--- src/rtl/qseq_pkg.sv ---
package qseq_pkg;
  localparam int unsigned N_PHASES = 4;
  localparam int unsigned PH_W     = $clog2(N_PHASES);

  typedef enum logic [PH_W-1:0] {
    PH_Q1 = 2'd0,
    PH_Q2 = 2'd1,
    PH_Q3 = 2'd2,
    PH_Q4 = 2'd3
  } qphase_e;
endpackage

--- src/rtl/qseq_phase_ctr.sv ---
module qseq_phase_ctr
  import qseq_pkg::*;
#(
  parameter int unsigned NPH = N_PHASES,
  localparam int unsigned PW = $clog2(NPH)
) (
  input  logic          clk_i,
  input  logic          rst_i,
  input  logic          hold_i,
  output logic          run_o,
  output logic [PW-1:0] ph_o,
  output logic [NPH-1:0] onehot_o
);
  localparam logic [PW-1:0] LAST = PW'(NPH - 1);

  always_ff @(posedge clk_i) begin
    if (rst_i) begin
      run_o <= 1'b0;
      ph_o  <= '0;
    end else if (!run_o) begin
      run_o <= 1'b1;
    end else if (!hold_i) begin
      ph_o <= (ph_o == LAST) ? '0 : ph_o + 1'b1;
    end
  end

  for (genvar g = 0; g < NPH; g++) begin : g_dec
    assign onehot_o[g] = run_o && (ph_o == PW'(g));
  end

  AST_ONEHOT_ACTIVE: assert property (@(posedge clk_i) disable iff (rst_i)
    run_o |-> $countones(onehot_o) == 1);
  AST_HOLD_FREEZE: assert property (@(posedge clk_i) disable iff (rst_i)
    (run_o && hold_i) |=> $stable(onehot_o));
  AST_START_Q1: assert property (@(posedge clk_i) disable iff (rst_i)
    $rose(run_o) |-> onehot_o[0]);
endmodule

--- src/rtl/qseq_strobe_dec.sv ---
module qseq_strobe_dec
  import qseq_pkg::*;
#(
  parameter int unsigned NPH = N_PHASES
) (
  input  logic           clk_i,
  input  logic           rst_i,
  input  logic           hold_i,
  input  logic [NPH-1:0] phase_i,
  output logic           pc_adv_o,
  output logic           opnd_rd_o,
  output logic           ir_load_o,
  output logic           dest_wr_o,
  output logic           cyc_start_o
);
  logic go;
  assign go = !hold_i;

  always_comb begin
    pc_adv_o    = go && phase_i[PH_Q1];
    cyc_start_o = go && phase_i[PH_Q1];
    opnd_rd_o   = go && phase_i[PH_Q2];
    ir_load_o   = go && phase_i[PH_Q4];
    dest_wr_o   = go && phase_i[PH_Q4];
  end

  AST_NO_STROBE_IN_HOLD: assert property (@(posedge clk_i) disable iff (rst_i)
    hold_i |-> !(pc_adv_o || opnd_rd_o || ir_load_o || dest_wr_o || cyc_start_o));
  AST_WRITE_IN_Q4: assert property (@(posedge clk_i) disable iff (rst_i)
    dest_wr_o |=> phase_i[PH_Q1]);
  AST_START_ONCE: assert property (@(posedge clk_i) disable iff (rst_i)
    cyc_start_o |=> !cyc_start_o);
endmodule

--- src/rtl/qseq_clkout.sv ---
module qseq_clkout
  import qseq_pkg::*;
#(
  parameter int unsigned NPH = N_PHASES
) (
  input  logic           clk_i,
  input  logic           rst_i,
  input  logic           hold_i,
  input  logic [NPH-1:0] phase_i,
  output logic           clk_out_o
);
  assign clk_out_o = phase_i[PH_Q3] || phase_i[PH_Q4];

  AST_CLKO_HOLD: assert property (@(posedge clk_i) disable iff (rst_i)
    ($countones(phase_i) == 1 && hold_i) |=> $stable(clk_out_o));
  AST_CLKO_RISE_Q3: assert property (@(posedge clk_i) disable iff (rst_i)
    $rose(clk_out_o) |-> phase_i[PH_Q3]);
endmodule

--- src/rtl/qseq_top.sv ---
module qseq_top
  import qseq_pkg::*;
(
  input  logic       clk_i,
  input  logic       rst_i,
  input  logic       hold_i,
  output logic [3:0] phase_o,
  output logic       pc_adv_o,
  output logic       opnd_rd_o,
  output logic       ir_load_o,
  output logic       dest_wr_o,
  output logic       cyc_start_o,
  output logic       clk_out_o
);
  logic            run;
  logic [PH_W-1:0] ph;

  qseq_phase_ctr #(.NPH(N_PHASES)) i_ctr (
    .clk_i(clk_i), .rst_i(rst_i), .hold_i(hold_i),
    .run_o(run), .ph_o(ph), .onehot_o(phase_o)
  );

  qseq_strobe_dec #(.NPH(N_PHASES)) i_dec (
    .clk_i(clk_i), .rst_i(rst_i), .hold_i(hold_i), .phase_i(phase_o),
    .pc_adv_o(pc_adv_o), .opnd_rd_o(opnd_rd_o), .ir_load_o(ir_load_o),
    .dest_wr_o(dest_wr_o), .cyc_start_o(cyc_start_o)
  );

  qseq_clkout #(.NPH(N_PHASES)) i_clko (
    .clk_i(clk_i), .rst_i(rst_i), .hold_i(hold_i), .phase_i(phase_o),
    .clk_out_o(clk_out_o)
  );

  AST_RESET_QUIET: assert property (@(posedge clk_i)
    rst_i |=> (phase_o == 4'b0 && !clk_out_o));
  AST_ADVANCE: assert property (@(posedge clk_i) disable iff (rst_i)
    (run && !hold_i) |=> ph == ((PH_W'($past(ph)) + 1'b1) & PH_W'(N_PHASES - 1)));
endmodule

--- config.mk ---
export PLATFORM = sky130hd
export DESIGN_NAME = qseq_top
export DESIGN_NICKNAME = d
export VERILOG_FILES = /design/src/rtl/qseq_pkg.sv /design/src/rtl/qseq_phase_ctr.sv /design/src/rtl/qseq_strobe_dec.sv /design/src/rtl/qseq_clkout.sv /design/src/rtl/qseq_top.sv
export SDC_FILE = /design/constraint.sdc
export NUM_CORES = 1
export LEC_CHECK = 0
export ABC_AREA = 1
export BUFFER_PORTS_ARGS = -buffer_cell sky130_fd_sc_hd__buf_2
export CAP_MARGIN = 10
export CORE_AREA = 2 2 39 41
export CTS_CLUSTER_DIAMETER = 80
export DETAILED_ROUTE_END_ITERATION = 16
export DIE_AREA = 0 0 41 43
export GPL_ROUTABILITY_DRIVEN = 0
export GPL_TIMING_DRIVEN = 0
export HOLD_SLACK_MARGIN = 0.05
export SETUP_SLACK_MARGIN = 0.15
export SLEW_MARGIN = 10
export SYNTH_ARGS = -nofsm -noshare
export SYNTH_HDL_FRONTEND = slang
export SYNTH_HIERARCHICAL = 1
export SYNTH_SLANG_ARGS = --single-unit
export TNS_END_PERCENT = 50
--- constraint.sdc ---
create_clock -name clk_i -period 1.25 [get_ports clk_i]
set_input_delay 0.25 -clock clk_i [delete_from_list [all_inputs] [get_ports clk_i]]
set_output_delay 0.25 -clock clk_i [all_outputs]
set_load 0.01 [all_outputs]
After elaboration in Yosys (flattened, before gate mapping)
Cells that the tools add are included.
{"block": "classes", "n_eq_ne": 3, "reduce_logical": 11, "n_bitwise": 1, "n_mux": 2, "add_sub_neg": 1}
{"cell": "logical AND 1 bit", "count": 7}
{"cell": "== test 2 bit, second input constant", "count": 2}
{"cell": "adder 2 x 1 -> 2 bit, second input constant", "count": 1}
{"cell": "== test 2 x 1 -> 1 bit, second input constant", "count": 1}
{"cell": "zero test 2 bit", "count": 1}
{"cell": "two-way mux 2 bit", "count": 1}
{"cell": "AND reduction 2 bit", "count": 1}
{"cell": "zero test 1 bit", "count": 1}
{"cell": "logical OR 1 bit", "count": 1}
{"cell": "two-way mux 1 bit", "count": 1}
{"cell": "inverter 1 bit", "count": 1}
{"block": "totals", "output_inout_bits": 10, "inputBits": 3, "wordCells": 20, "register_bits": 3}

Logic depth before layout (Yosys ltp)
{"block": "logic_depth", "word_depth": 3, "mapped_depth": 7, "ltp_nobuf": 6}

Hierarchy
Netlist, hierarchy kept.
{"mod": "qseq_phase_ctr", "seq_area_each_um2": 60.1, "n_inst": 1, "cells_per_inst": 30, "area_each_um2": 201.4}
{"mod": "qseq_strobe_dec", "seq_area_each_um2": 0.0, "n_inst": 1, "cells_per_inst": 8, "area_each_um2": 37.5}
{"mod": "qseq_clkout", "seq_area_each_um2": 0.0, "n_inst": 1, "cells_per_inst": 3, "area_each_um2": 11.3}

Worst setup path after synthesis
Ideal clock, no wire load.
{"block": "synth_path", "path_type": "flip-flop to output port", "from": "reg i_ctr.ph_o[0]", "to": "out ir_load_o", "path_buffers": 1, "stages_incl_launch_ff": 7, "t_arrival_ns": 1.107, "slack_ns": -0.107, "t_required_ns": 1.000, "cell_sequence": "dfxtp_1 ha_1 nand2_1 inv_1 inv_1 nor2_1 buf_4"}
{"block": "synth_between", "elab_chain_len": 3}
{"element": "from (decl)", "line_no": "qseq_phase_ctr.sv:11", "rtl": "output logic [PW-1:0] ph_o,"}
{"element": "from (signal assigned)", "line_no": "qseq_phase_ctr.sv:23", "rtl": "ph_o <= (ph_o == LAST) ? '0 : ph_o + 1'b1;"}
{"element": "== test 2 bit", "line_no": "qseq_phase_ctr.sv:28", "rtl": "assign onehot_o[g] = run_o && (ph_o == PW'(g));"}
{"element": "logical AND 1 bit", "line_no": "qseq_phase_ctr.sv:28"}
{"element": "named net phase_o[3]", "line_no": "qseq_top.sv:7", "rtl": "output logic [3:0] phase_o,"}
{"element": "logical AND 1 bit"}
{"element": "to (decl)", "line_no": "qseq_top.sv:10", "rtl": "output logic ir_load_o,"}
The timed path passes the listed nets, and every way through them passes these cells.

Final worst setup path
{"block": "layout_path", "from": "reg i_ctr.ph_o[0]", "to": "out pc_adv_o"}
{"block": "layout_between", "elab_chain_len": 3}
{"element": "zero test 2 bit", "line_no": "qseq_phase_ctr.sv:28"}
{"element": "logical AND 1 bit", "line_no": "qseq_phase_ctr.sv:28"}
{"element": "logical AND 1 bit", "line_no": "qseq_strobe_dec.sv:20", "rtl": "pc_adv_o = go && phase_i[PH_Q1];"}
{"element": "to (decl)", "line_no": "qseq_top.sv:8", "rtl": "output logic pc_adv_o,"}
No other way between the ends.

==> reports/metrics.yaml <==
cells_and_area:
  utilization: 0.348
  multi_input_area_um2: 168
  nNetsFinal: 69
  fin_area_um2: 482
  drive_above_1_share: 0.639
  n_antenna_cell: 0
  fill_cells: 159
  regArea_um2: 68.8
  area_delta_synth_final_pct: 92.5
  final_cell_count_no_fill: 77
pwr:
  ir_drop_mv: 0.430
  pwr-share-comb: 0.252
  powerDensity_mw_per_mm2: 775
  switching_share: 0.279
  power.leakage_nw: 0.267
  p_int_w: 0.000269
  clock_power_share: 0.437
  switchingPower_w: 0.000104
  power_frac_seq: 0.311
synthesis:
  syn_area_um2: 250
  synth_area_per_cell_um2: 6.10
  yosys_warnings: 6
  ys_async_sr_fraction: 0
  ys_seq_elements: 3
  yosysTopAreaCell: "dfxtp_1"
  synth_top_area_share: 0.240
  syn_nets: 48
  syn_inst: 41
  synth_area_leaders: "dfxtp_1 24%, ha_1 20%, inv_1 18%, nand2_1 12%, nor2_1 11%"
  ys_seq_area_frac: 0.240
  synth-edff-count: 0
  synth_commonest_cells: "12 x inv_1, 8 x nand2_1, 7 x nor2_1"
  yosysMostFrequentCell: "inv_1"
  synth-main-ff-cell: "dfxtp_1"
  synth.distinct_cells: 10
run_status:
  failed_checks: "setup timing"
  status: "finished with violations"
floorplan:
  row_count: 14
  die_y_um: 43
  dieWidth_um: 41
  core_area_mm2: 0.00138
  die_area_mm2: 0.00176
  initial_core_util: 0.181
  io-pin-count: 13
clocking:
  cts_buffer_depth: 2
  insertion_delay_ns: 0.23
  cts_max_level: 1
  cts_buffers: 3
  path_clk_slew_ns: 0.04
  tritoncts: "done"
  cts.sinks: 3
  clock_tree.root_cell: "clkbuf_4"
drt:
  vias_per_cell: 3.57
  wl_per_cell_um: 6.64
  drtIter0Drc: 0
  drt_first_pass_iters: 1
  vias: 275
  wirelength_um: 511
  drc: 0
  ant_nets: 0
critical_path:
  cp_max_fo: 4
  cpPeakStageDelay_ns: 0.37
  arrival_ns: 1.18
  cp_slowest_cell: "dfxtp_4"
  crit_buf_inv: 5
  start_kind: "flip-flop"
  endpoint_kind: "output port"
  worstSetupPathType: "flip-flop to output port"
  critPathRequiredTime_ns: 1.00
  critPathTopFamily: "flip-flops"
  cp_cell_sequence: "inv_4, ha_4, nand2_2, inv_2, inv_2, nor2_4, buf_6, buf_6"
worst_hold_path:
  hold_path.class: "input port to flip-flop"
placed_design:
  detailed_place_hpwl_um: 405
  dp.cells: 69
  place_area_um2: 393
  port_buffers: 12
sta:
  worstMarginPinSlew_ns: 0.157
  rsz0062_at_grt: "yes"
  setup-tns-final_ns: -1.16
  fin_crit_sh: 1.15
  skew_ns: 0.00395
  fmax_mhz: 697
  min_period_ns: 1.43
  final-setup-viol-count: 10
  timing.slew.headroom: 0.895
  finalHoldViolations: 0
  worst_slack_ns: -0.184
  drv_slew: 0
grt:
  antenna_found_initial: 0
  grt_pass1_vias: 223
  track_usage: 0.0762
  grt_pass1_wl_um: 821
  grt-ovfl-total: 0
  grt_max_degree: 8
job:
  drv_cap: 0
[final timing paths]
path | to | startpoint | slack [ns] | depth (start not counted)
setup / recovery | pc_adv_o | i_ctr/ph_o[0] | -0.18 | 8
hold / removal | i_ctr/run_o | rst_i | 0.18 | 2
setup reg to reg | i_ctr/ph_o[1] | i_ctr/ph_o[0] | 0.31 | 6
hold reg to reg | i_ctr/ph_o[1] | i_ctr/ph_o[1] | 0.55 | 2
[power groups by stage]
| stage | clock network, W | registers [W] | logic (W) |
|---|---|---|---|
| 6_report | 0.000163 | 0.000116 | 0.0000941 |
| 5_1_grt | 0.000182 | 0.000118 | 0.000106 |
| 4_1_cts | 0.000174 | 0.000116 | 0.0000935 |
| 3_5_place_dp | 0 | 0.000117 | 0.0000823 |
| 3_3_place_gp | 0 | 0.000116 | 0.0000803 |
| 2_1_floorplan | 0 | 0.000114 | 0.0000579 |
[cell families (layout without fill, tap and decap cells)]
logic type / count (synthesis) / after routing / synth area share
fa+ha+maj: 4 / 4 / 0.200
flops: 3 / 3 / 0.240
buf+inv: 16 / 36 / 0.270
compound gates: 1 / 1 / 0.0200
simple gates: 17 / 17 / 0.270
[metal layers]
layer,track usage,part of all wire
met1,0.0609,0.44
met2,0.113,0.48
met3,0.0471,0.082
met4,0.0800,0
met5,0,0
[metrics by stage]
| step | total power [W] | setup slack, ns | hold WS (ns) |
|---|---|---|---|
| floorplan | 0.000172 | 0.0679 | 0.320 |
| global placement | 0.000197 | 0.0317 | 0.423 |
| detailed placement | 0.000199 | 0.0127 | 0.425 |
| CTS | 0.000383 | -0.202 | 0.183 |
| global route | 0.000406 | -0.247 | 0.171 |
| finish | 0.000373 | -0.184 | 0.184 |
[sequential cells by signal, indices dropped and copies added (netlist names)]
register,count
i_ctr/run_o,1
i_ctr/ph_o,2
[cells in the final DEF (no fill, tap or decap)]
cell type / instances
buf_2: 8
ha_1: 2
nand2_2: 3
clkbuf_4: 3
nand3_1: 1
buf_4: 3
a21oi_1: 1
buf_6: 7
nor2_4: 2
inv_1: 6
nor2_1: 5
dfxtp_4: 2
inv_4: 2
dfxtp_2: 1
ha_4: 2
clkbuf_1: 1
inv_2: 6
nand2_1: 6
[timing repair]
item / 4_1_cts / 5_1_grt
pin swaps: 2 / 1
buffers inserted: 3 / 1
setup endpoints to repair: 10 / 10
hold buffers: 0 / 0
gates resized for setup: 3 / 5
[cell type report]
cell class	instances	share of cell area
flip-flops and latches	3	0.143
clock buffers	4	0.0545
multi-input cells	22	0.348
repair buffers	16	0.247
inverters	14	0.119
well taps	16	0.0416
plain buffers	2	0.0468
Power figures use the tool's default switching activity.
